<file path="src/rtl/rtc_pkg.sv">
package rtc_pkg;

  localparam int ADR_SEC  = 0;
  localparam int ADR_MIN  = 2;
  localparam int ADR_HOUR = 4;
  localparam int ADR_WDAY = 6;
  localparam int ADR_MDAY = 7;
  localparam int ADR_MON  = 8;
  localparam int ADR_YEAR = 9;
  localparam int ADR_CTLA = 10;
  localparam int ADR_CTLB = 11;
  localparam int ADR_FLAG = 12;
  localparam int ADR_STAT = 13;

  localparam int B_FREEZE = 7;
  localparam int B_BINARY = 2;
  localparam int B_H24    = 1;
  localparam int C_DONE   = 4;

  localparam logic [6:0] CTLA_RST = 7'h20;
  localparam logic [7:0] CTLB_RST = 8'h02;

  typedef struct packed {
    logic [7:0] sec;
    logic [7:0] min;
    logic [7:0] hour;
    logic [7:0] wday;
    logic [7:0] mday;
    logic [7:0] mon;
    logic [7:0] year;
  } rtc_time_t;

  function automatic logic [6:0] bcd2bin(input logic [7:0] v);
    logic [7:0] t;
    t = (8'(v[7:4]) * 8'd10) + 8'(v[3:0]);
    return 7'(t);
  endfunction

  function automatic logic [7:0] bin2bcd(input logic [6:0] b);
    logic [6:0] tens;
    logic [6:0] ones;
    tens = b / 7'd10;
    ones = b - (tens * 7'd10);
    return (8'(tens) << 4) | 8'(ones);
  endfunction

  function automatic logic [6:0] fld_dec(input logic [7:0] v, input logic bin);
    return bin ? v[6:0] : bcd2bin(v);
  endfunction

  function automatic logic [7:0] fld_enc(input logic [6:0] v, input logic bin);
    return bin ? {1'b0, v} : bin2bcd(v);
  endfunction

  function automatic logic [6:0] month_len(input logic [6:0] mo, input logic [1:0] yr_lo);
    logic [6:0] len;
    case (mo)
      7'd2:                     len = (yr_lo == 2'd0) ? 7'd29 : 7'd28;
      7'd4, 7'd6, 7'd9, 7'd11:  len = 7'd30;
      default:                  len = 7'd31;
    endcase
    return len;
  endfunction

endpackage

</file>
<file path="src/rtl/rtc_rst_sync.sv">
module rtc_rst_sync (
  input  logic clk,
  input  logic rst_n,
  output logic srst_n
);

  logic [1:0] sync_q;

  always_ff @(posedge clk or negedge rst_n) begin
    if (!rst_n) begin
      sync_q <= 2'b00;
    end else begin
      sync_q <= {sync_q[0], 1'b1};
    end
  end

  assign srst_n = sync_q[1];

endmodule

</file>
<file path="src/rtl/rtc_prescaler.sv">
module rtc_prescaler #(
  parameter int DIV_TICKS  = 32768,
  parameter int WARN_TICKS = 8,
  parameter int UPD_TICKS  = 66
) (
  input  logic clk,
  input  logic rst_n,
  input  logic osc_tick,
  input  logic div_hold,
  input  logic freeze,
  output logic upd_fire,
  output logic upd_done,
  output logic uip
);

  localparam int CNT_W = $clog2(DIV_TICKS);
  localparam int PST_W = $clog2(UPD_TICKS + 1);
  localparam logic [CNT_W-1:0] CNT_LAST = CNT_W'(DIV_TICKS - 1);
  localparam logic [CNT_W-1:0] CNT_HALF = CNT_W'(DIV_TICKS / 2);
  localparam logic [CNT_W-1:0] CNT_WARN = CNT_W'(DIV_TICKS - WARN_TICKS);
  localparam logic [PST_W-1:0] PST_LOAD = PST_W'(UPD_TICKS);
  localparam logic [PST_W-1:0] PST_ONE  = PST_W'(1);

  logic [CNT_W-1:0] cnt_q, cnt_d;
  logic [PST_W-1:0] pst_q, pst_d;
  logic             cnt_en, pst_en;
  logic             run;

  assign run      = !div_hold && !freeze;
  assign upd_fire = osc_tick && run && (cnt_q == CNT_LAST);
  assign upd_done = osc_tick && run && (pst_q == PST_ONE);
  assign uip      = run && ((cnt_q >= CNT_WARN) || (pst_q != '0));

  always_comb begin
    cnt_en = div_hold || osc_tick;
    if (div_hold) begin
      cnt_d = CNT_HALF;
    end else if (cnt_q == CNT_LAST) begin
      cnt_d = '0;
    end else begin
      cnt_d = cnt_q + 1'b1;
    end
  end

  always_comb begin
    pst_en = div_hold || upd_fire || (osc_tick && (pst_q != '0));
    if (div_hold) begin
      pst_d = '0;
    end else if (upd_fire) begin
      pst_d = PST_LOAD;
    end else begin
      pst_d = pst_q - 1'b1;
    end
  end

  always_ff @(posedge clk or negedge rst_n) begin
    if (!rst_n) begin
      cnt_q <= CNT_HALF;
    end else if (cnt_en) begin
      cnt_q <= cnt_d;
    end
  end

  always_ff @(posedge clk or negedge rst_n) begin
    if (!rst_n) begin
      pst_q <= '0;
    end else if (pst_en) begin
      pst_q <= pst_d;
    end
  end

endmodule

</file>
<file path="src/rtl/rtc_cal_next.sv">
module rtc_cal_next
  import rtc_pkg::*;
(
  input  rtc_time_t cur,
  input  logic      bin_mode,
  input  logic      h24_mode,
  output rtc_time_t nxt
);

  logic [6:0] s, m, hr, wd, md, mo, yr;
  logic [6:0] h24, hr12_in;
  logic       pm;
  logic [6:0] s_n, m_n, h_n, wd_n, md_n, mo_n, yr_n;
  logic [6:0] dim, h12_out;
  logic       c_min, c_hour, c_day, c_mon, c_year;
  logic [7:0] hour_enc;

  always_comb begin
    s   = fld_dec(cur.sec,  bin_mode);
    m   = fld_dec(cur.min,  bin_mode);
    hr  = fld_dec({1'b0, cur.hour[6:0]}, bin_mode);
    wd  = fld_dec(cur.wday, bin_mode);
    md  = fld_dec(cur.mday, bin_mode);
    mo  = fld_dec(cur.mon,  bin_mode);
    yr  = fld_dec(cur.year, bin_mode);
    pm  = cur.hour[7];

    hr12_in = (hr == 7'd12) ? 7'd0 : hr;
    if (h24_mode) begin
      h24 = hr;
    end else begin
      h24 = pm ? (hr12_in + 7'd12) : hr12_in;
    end
  end

  always_comb begin
    c_min  = (s >= 7'd59);
    s_n    = c_min ? 7'd0 : s + 7'd1;

    c_hour = c_min && (m >= 7'd59);
    m_n    = c_min ? ((m >= 7'd59) ? 7'd0 : m + 7'd1) : m;

    c_day  = c_hour && (h24 >= 7'd23);
    h_n    = c_hour ? ((h24 >= 7'd23) ? 7'd0 : h24 + 7'd1) : h24;

    wd_n   = c_day ? ((wd >= 7'd7) ? 7'd1 : wd + 7'd1) : wd;

    dim    = month_len(mo, yr[1:0]);
    c_mon  = c_day && (md >= dim);
    md_n   = c_day ? ((md >= dim) ? 7'd1 : md + 7'd1) : md;

    c_year = c_mon && (mo >= 7'd12);
    mo_n   = c_mon ? ((mo >= 7'd12) ? 7'd1 : mo + 7'd1) : mo;

    yr_n   = c_year ? ((yr >= 7'd99) ? 7'd0 : yr + 7'd1) : yr;
  end

  always_comb begin
    if (h_n == 7'd0) begin
      h12_out = 7'd12;
    end else if (h_n > 7'd12) begin
      h12_out = h_n - 7'd12;
    end else begin
      h12_out = h_n;
    end

    if (h24_mode) begin
      hour_enc = fld_enc(h_n, bin_mode);
    end else begin
      hour_enc = fld_enc(h12_out, bin_mode);
      hour_enc[7] = (h_n >= 7'd12);
    end

    nxt.sec  = fld_enc(s_n,  bin_mode);
    nxt.min  = fld_enc(m_n,  bin_mode);
    nxt.hour = hour_enc;
    nxt.wday = fld_enc(wd_n, bin_mode);
    nxt.mday = fld_enc(md_n, bin_mode);
    nxt.mon  = fld_enc(mo_n, bin_mode);
    nxt.year = fld_enc(yr_n, bin_mode);
  end

endmodule

</file>
<file path="src/rtl/rtc_time_core.sv">
module rtc_time_core
  import rtc_pkg::*;
#(
  parameter int DIV_TICKS  = 32768,
  parameter int WARN_TICKS = 8,
  parameter int UPD_TICKS  = 66,
  parameter int ADDR_W     = 4
) (
  input  logic              clk,
  input  logic              rst_n,
  input  logic              osc_tick,
  input  logic              bus_rd,
  input  logic              bus_wr,
  input  logic [ADDR_W-1:0] bus_addr,
  input  logic [7:0]        bus_wdata,
  output logic [7:0]        bus_rdata
);

  localparam logic [ADDR_W-1:0] A_SEC  = ADDR_W'(ADR_SEC);
  localparam logic [ADDR_W-1:0] A_MIN  = ADDR_W'(ADR_MIN);
  localparam logic [ADDR_W-1:0] A_HOUR = ADDR_W'(ADR_HOUR);
  localparam logic [ADDR_W-1:0] A_WDAY = ADDR_W'(ADR_WDAY);
  localparam logic [ADDR_W-1:0] A_MDAY = ADDR_W'(ADR_MDAY);
  localparam logic [ADDR_W-1:0] A_MON  = ADDR_W'(ADR_MON);
  localparam logic [ADDR_W-1:0] A_YEAR = ADDR_W'(ADR_YEAR);
  localparam logic [ADDR_W-1:0] A_CTLA = ADDR_W'(ADR_CTLA);
  localparam logic [ADDR_W-1:0] A_CTLB = ADDR_W'(ADR_CTLB);
  localparam logic [ADDR_W-1:0] A_FLAG = ADDR_W'(ADR_FLAG);
  localparam logic [ADDR_W-1:0] A_STAT = ADDR_W'(ADR_STAT);

  localparam rtc_time_t TIME_RST = '{sec: 8'h00, min: 8'h00, hour: 8'h00,
                                     wday: 8'h01, mday: 8'h01, mon: 8'h01,
                                     year: 8'h00};

  logic       srst_n;
  rtc_time_t  tm_q, tm_d, tm_nxt;
  logic [6:0] ctla_q, ctla_d;
  logic [7:0] ctlb_q, ctlb_d;
  logic       uf_q, uf_d;
  logic [7:0] rdata_q, rdata_d;
  logic       div_hold, freeze;
  logic       upd_fire, upd_done, uip;

  rtc_rst_sync u_rst (
    .clk    (clk),
    .rst_n  (rst_n),
    .srst_n (srst_n)
  );

  assign div_hold = (ctla_q[6:4] == 3'b111);
  assign freeze   = ctlb_q[B_FREEZE];

  rtc_prescaler #(
    .DIV_TICKS  (DIV_TICKS),
    .WARN_TICKS (WARN_TICKS),
    .UPD_TICKS  (UPD_TICKS)
  ) u_pre (
    .clk      (clk),
    .rst_n    (srst_n),
    .osc_tick (osc_tick),
    .div_hold (div_hold),
    .freeze   (freeze),
    .upd_fire (upd_fire),
    .upd_done (upd_done),
    .uip      (uip)
  );

  rtc_cal_next u_cal (
    .cur      (tm_q),
    .bin_mode (ctlb_q[B_BINARY]),
    .h24_mode (ctlb_q[B_H24]),
    .nxt      (tm_nxt)
  );

  // Next time: an advance first, a bus write to a field takes priority.
  always_comb begin
    tm_d   = upd_fire ? tm_nxt : tm_q;
    ctla_d = ctla_q;
    ctlb_d = ctlb_q;
    if (bus_wr) begin
      case (bus_addr)
        A_SEC:   tm_d.sec  = bus_wdata;
        A_MIN:   tm_d.min  = bus_wdata;
        A_HOUR:  tm_d.hour = bus_wdata;
        A_WDAY:  tm_d.wday = bus_wdata;
        A_MDAY:  tm_d.mday = bus_wdata;
        A_MON:   tm_d.mon  = bus_wdata;
        A_YEAR:  tm_d.year = bus_wdata;
        A_CTLA:  ctla_d    = bus_wdata[6:0];
        A_CTLB:  ctlb_d    = bus_wdata;
        default: ;
      endcase
    end
  end

  // Completion flag: a new completion wins over a clearing read.
  always_comb begin
    if (upd_done) begin
      uf_d = 1'b1;
    end else if (bus_rd && (bus_addr == A_FLAG)) begin
      uf_d = 1'b0;
    end else begin
      uf_d = uf_q;
    end
  end

  always_comb begin
    case (bus_addr)
      A_SEC:   rdata_d = tm_q.sec;
      A_MIN:   rdata_d = tm_q.min;
      A_HOUR:  rdata_d = tm_q.hour;
      A_WDAY:  rdata_d = tm_q.wday;
      A_MDAY:  rdata_d = tm_q.mday;
      A_MON:   rdata_d = tm_q.mon;
      A_YEAR:  rdata_d = tm_q.year;
      A_CTLA:  rdata_d = {uip, ctla_q};
      A_CTLB:  rdata_d = ctlb_q;
      A_FLAG:  rdata_d = 8'(uf_q) << C_DONE;
      A_STAT:  rdata_d = 8'h80;
      default: rdata_d = 8'h00;
    endcase
  end

  always_ff @(posedge clk or negedge srst_n) begin
    if (!srst_n) begin
      tm_q   <= TIME_RST;
      ctla_q <= CTLA_RST;
      ctlb_q <= CTLB_RST;
      uf_q   <= 1'b0;
    end else begin
      tm_q   <= tm_d;
      ctla_q <= ctla_d;
      ctlb_q <= ctlb_d;
      uf_q   <= uf_d;
    end
  end

  always_ff @(posedge clk or negedge srst_n) begin
    if (!srst_n) begin
      rdata_q <= 8'h00;
    end else if (bus_rd) begin
      rdata_q <= rdata_d;
    end
  end

  assign bus_rdata = rdata_q;

endmodule

</file>
<file path="config.mk">
export PLATFORM = sky130hd
export DESIGN_NAME = rtc_time_core
export DESIGN_NICKNAME = d
export VERILOG_FILES = /design/src/rtl/rtc_pkg.sv /design/src/rtl/rtc_rst_sync.sv /design/src/rtl/rtc_prescaler.sv /design/src/rtl/rtc_cal_next.sv /design/src/rtl/rtc_time_core.sv
export SDC_FILE = /design/constraint.sdc
export NUM_CORES = 1
export LEC_CHECK = 0
export ABC_AREA = 1
export BUFFER_PORTS_ARGS = -buffer_cell sky130_fd_sc_hd__buf_2
export CORE_ASPECT_RATIO = 1.5
export CORE_MARGIN = 8
export CORE_UTILIZATION = 62
export DETAILED_ROUTE_END_ITERATION = 8
export PLACE_DENSITY = 0.86
export SLEW_MARGIN = 0
export SYNTH_ARGS = -nofsm -noshare
export SYNTH_HDL_FRONTEND = slang
export SYNTH_SLANG_ARGS = --single-unit
</file>
<file path="constraint.sdc">
create_clock -name clk -period 4.03 [get_ports clk]
set_clock_uncertainty 0.2 [all_clocks]
set_input_delay 0.2015 -clock clk [delete_from_list [all_inputs] [get_ports clk]]
set_output_delay 0.2015 -clock clk [all_outputs]
set_load 0.01 [all_outputs]
</file>
==> results of run 1 <==
## cells by family after synthesis
kind of cell	Yosys count	synth area share, %
xor+xnor	58	4.04
flops	104	20.7
buf+inv	354	11.0
other cells	2	0.0597
fa+ha+maj	161	17.7
compound gates	418	20.5
simple gates	736	25.9
## Yosys cell counts, types with 7 or more instances
master / number
dfrtp_1: 98
or2_2: 8
nor2_1: 115
o22ai_1: 9
clkinv_1: 10
nand3_1: 111
nand2_1: 393
a21oi_1: 124
xnor2_1: 19
a22oi_1: 52
inv_1: 286
xor2_1: 39
buf_2: 8
o211ai_1: 16
inv_2: 14
a21oi_2: 7
o21ai_1: 14
nand2_2: 30
ha_1: 132
clkbuf_1: 28
o21ai_0: 112
a221oi_1: 25
nor3_1: 23
a31oi_1: 12
nand4_1: 15
nand3b_1: 8
fa_1: 29
nand3_2: 7
## metrics by stage
| step | setup TNS [ns] | hold slack (ns) | setup slack (ns) | cells |
|---|---|---|---|---|
| global placement | -99.24 | -0.205 | -3.37 | 2483 |
| floorplan | -89.75 | -0.294 | -3.57 | 1833 |
| CTS | -116.14 | 0.0261 | -3.92 | 2567 |
| detailed placement | -116.44 | -0.202 | -3.99 | 2483 |
## layer usage
layer	track usage [%]	GRT overflow
met1	66.7	0
met3	58.6	1
met4	67.4	8
met5	33.1	0
met2	85.6	8
## what timing repair did
item	in CTS
endpoints found under the setup margin	51
gates resized for setup	210
hold buffers	4
pin swaps	113
hold endpoints to repair	7
setup buffers	67
==> flow_metrics.py, run 1 <==
metrics = {
    "place": {
        "placed_cell_area_um2": 16700,
        "routabilityCongestion": 1.00,
        "port_buffers": 24,
        "hpwl_mm": 36.6,
    },
    "clock_network": {
        "htreeDepth": 3,
        "numCtsBuffers": 9,
        "numClockSinks": 104,
        "ctsRootBufferMaster": "clkbuf_16",
        "cts.path.max_buffers": 2,
    },
    "grt": {
        "grtUsageTotal_pct": 69.5,
        "grt_max_degree": 72,
        "gr-total-overflow": 17,
        "grt_pass1_vias": 21200,
        "grt_pass1_wl_mm": 132,
    },
    "yosys": {
        "synth_top_area_share_pct": 19.5,
        "syn_avg_cell_area_um2": 6.86,
        "synth.largest_area_cell": "dfrtp_1",
        "synth.distinct_cells": 65,
        "ys_warn_count": 0,
        "syn_inst": 1833,
        "synth_edf_count": 0,
        "synth_fp_nets": 2011,
        "syn_area_um2": 12600,
        "postSynth.asyncResetShare_pct": 100,
        "ys_top_cells_by_area": "dfrtp_1, ha_1, nand2_1",
        "ys_ff_latch": 104,
        "ys_dominant_reg_cell": "dfrtp_1",
        "synth-seq-area-share_pct": 20.7,
    },
    "die": {
        "num_rows": 64,
        "die_w_um": 132,
        "die_h_um": 190,
        "design.portCount": 25,
        "initial_core_util_pct": 62.3,
    },
    "status": {
        "stop_stage": "5_1_grt",
        "status": "aborted with a tool error",
        "error_line": "[ERROR GRT-0116] Global routing finished with congestion. Check the congestion regions in the DRC Viewer.",
    },
}
==> run 2: changes to the inputs <==
--- a/config.mk
+++ b/config.mk
@@ -7,11 +7,10 @@
 export LEC_CHECK = 0
 export ABC_AREA = 1
 export BUFFER_PORTS_ARGS = -buffer_cell sky130_fd_sc_hd__buf_2
-export CORE_ASPECT_RATIO = 1.5
 export CORE_MARGIN = 8
-export CORE_UTILIZATION = 62
+export CORE_UTILIZATION = 40
 export DETAILED_ROUTE_END_ITERATION = 8
-export PLACE_DENSITY = 0.86
+export PLACE_DENSITY_LB_ADDON = 0.15
 export SLEW_MARGIN = 0
 export SYNTH_ARGS = -nofsm -noshare
 export SYNTH_HDL_FRONTEND = slang
==> run 2 against run 1 <==
Effect of this change: the flow now finishes, with violations (negative setup slack); synthesized cell count unchanged; area after synthesis unchanged.
==> flow_metrics.py, run 2 <==
metrics = {
    "status": {
        "status": "complete, but fails checks",
        "violations": "negative setup slack",
    },
    "grt": {
        "grt_max_degree": 51,
        "grt_pass1_wl_mm": 71.1,
        "grt_pass1_vias": 14300,
        "grtUsageTotal_pct": 22.9,
        "gr-total-overflow": 0,
        "antenna_found_initial": 0,
    },
    "detailed_routing": {
        "wirelength_mm": 43.8,
        "drt_iter0_markers": 870,
        "vias_per_cell": 5.22,
        "routedWlPerCell_um": 15.9,
        "ant_nets": 0,
        "drc": 0,
        "drt_pass1_iterations": 5,
        "via_count": 14300,
    },
    "setup_path": {
        "rr_startpoint": "tm_q[13]",
        "crit_path_start": "tm_q[13]",
        "slowest_stage": "fa_1",
        "reg2reg_to": "tm_q[6]",
        "crit_type": "reg2reg",
        "worstSetupEndpointType": "flop",
        "cp_max_fo": 6,
        "crit_path_end": "tm_q[6]",
        "reg2regPathDepth": 52,
        "cpPeakStageDelay_ns": 0.49,
        "start_kind": "flop",
        "reg2reg_slack_ns": -3.60,
        "critPathArrivalTime_ns": 7.64,
        "crit_path_frequent_cell": "nand2_2",
        "worstPathRequired_ns": 4.04,
    },
    "die": {
        "initial_core_util_pct": 40.3,
        "die_w_um": 193,
        "num_rows": 65,
        "die_h_um": 193,
        "design.portCount": 25,
        "dieArea_um2": 37400,
        "coreArea_um2": 31200,
    },
    "finish": {
        "largestRegisters": "tm_q: 56 flops, u_pre.cnt_q: 15 flops",
        "layout.nets": 2517,
        "largest_reg_flops": 56,
        "syn_to_final_growth_pct": 50.4,
        "final_util_pct": 60.6,
        "drive_gt1_share_pct": 39.5,
        "top_register": "tm_q",
        "diodes": 0,
        "final_common_cell": "buf_4",
        "mostFrequentLayoutCells": "buf_4, nand2_1, inv_1",
    },
    "sta": {
        "slew_headroom_pct": 22.7,
        "setup_viol": 48,
        "fmax_mhz": 131,
        "fin_crit_sh_pct": 189,
        "final-hold-violation-count": 0,
        "setup_ws_ns": -3.60,
        "drv_slew": 0,
        "rsz0062_at_grt": "true",
        "period_needed_ns": 7.63,
        "worst_pin_slew_ns": 1.16,
    },
    "yosys": {
        "ys_dominant_reg_cell": "dfrtp_1",
        "synth_edf_count": 0,
        "ys_top_cells_by_area": "dfrtp_1, ha_1, nand2_1",
        "postSynth.asyncResetShare_pct": 100,
        "synth_top_area_share_pct": 19.5,
        "ys_ff_latch": 104,
        "syn_inst": 1833,
        "yosys.cell_count.top_type": "nand2_1",
        "synth.distinct_cells": 65,
        "netlist_top_cells_count": "nand2_1, inv_1, ha_1, a21oi_1, nor2_1",
        "ys_warn_count": 0,
        "synth-seq-area-share_pct": 20.7,
        "syn_avg_cell_area_um2": 6.86,
        "synth.largest_area_cell": "dfrtp_1",
        "syn_area_um2": 12600,
        "synth_fp_nets": 2011,
    },
    "run": {
        "maxCapViolCount": 0,
    },
    "clock_network": {
        "cts_tree": "yes",
        "htreeDepth": 3,
        "insertion_delay_ns": 0.36,
        "numClockSinks": 104,
        "path_clk_slew_ns": 0.08,
        "cts.path.max_buffers": 2,
        "ctsRootBufferMaster": "clkbuf_16",
        "numCtsBuffers": 9,
    },
    "hold_path": {
        "min_path_type": "in2reg",
    },
    "place": {
        "routabilityCongestion": 0.934,
        "hpwl_mm": 33.4,
        "port_buffers": 24,
        "pre_cts_ws_ns": -3.64,
    },
}
==> run 2: cells by family (layout without fill, tap and decap cells) <==
kind of cell	Yosys count	count (layout)	synth area share, %
XOR/XNOR	58	58	4.04
other	2	2	0.0597
adder cells (fa/ha/maj)	161	161	17.7
AND/OR/NAND/NOR	736	736	25.9
buffers and inverters	354	865	11.0
flip-flops	104	104	20.7
AO/OA/AOI/OAI	418	418	20.5
==> run 2: worst max-delay path, delay by kind of cell, from the launching register on <==
family,cells,cell delay (ns)
flops,1,0.39
compound gates,12,1.34
fa+ha+maj,10,2.65
buf+inv,6,0.29
simple gates,24,2.60
==> run 2: cell type report <==
| cell class | instances | area (um^2) |
|---|---|---|
| Tap cell | 402 | 503 |
| Clock buffer | 9 | 225 |
| Clock inverter | 7 | 83.8 |
| Multi-Input combinational cell | 1375 | 10200 |
| Sequential cell | 104 | 2620 |
| Inverter | 311 | 1200 |
| Timing Repair Buffer | 538 | 4120 |
| Fill cell | 2876 | 12300 |
==> run 2: worst min-delay path by stage <==
stage	start	end	slack [ns]	cells after the start
floorplan	rst_n	u_rst.sync_q[0]	-0.29	0
global placement	rst_n	u_rst.sync_q[0]	-0.21	1
global route	bus_wdata[4]	tm_q[4]	0.08	3
detailed placement	rst_n	u_rst.sync_q[0]	-0.21	1
finish	bus_addr[2]	uf_q	0.05	4
CTS	bus_addr[2]	uf_q	0.03	4
==> run 2: timing repair <==
item                       4_1_cts  5_1_grt
setup buffers                   78       13
hold endpoints to repair        10        0
pin swaps                      117       54
gates resized for setup        146       83
setup endpoints to repair       50       51
gates cloned                     0        0
hold buffers                     4        0
==> run 2: stage by stage <==
step	setup TNS (ns)	instances	hold WS [ns]	instance area, um^2
2_1_floorplan	-89.75	1833	-0.294	13300
3_3_place_gp	-106.40	2641	-0.214	17000
3_5_place_dp	-112.30	2641	-0.212	17000
4_1_cts	-107.66	2736	0.0325	18500
5_1_grt	-127.66	2746	0.0754	18900
6_report	-110.02	2746	0.0521	18900
==> run 2: layer usage <==
| layer | wire length (um) | track usage, % |
|---|---|---|
| met5 | 0 | 0 |
| met4 | 1070 | 5.96 |
| met3 | 2240 | 2.85 |
| met2 | 20500 | 38.9 |
| met1 | 19900 | 30.4 |
Power of run 2 is left out: the tool's default activity adds up to more than one toggle a clock period on the data nets, which glitch-free logic cannot reach.
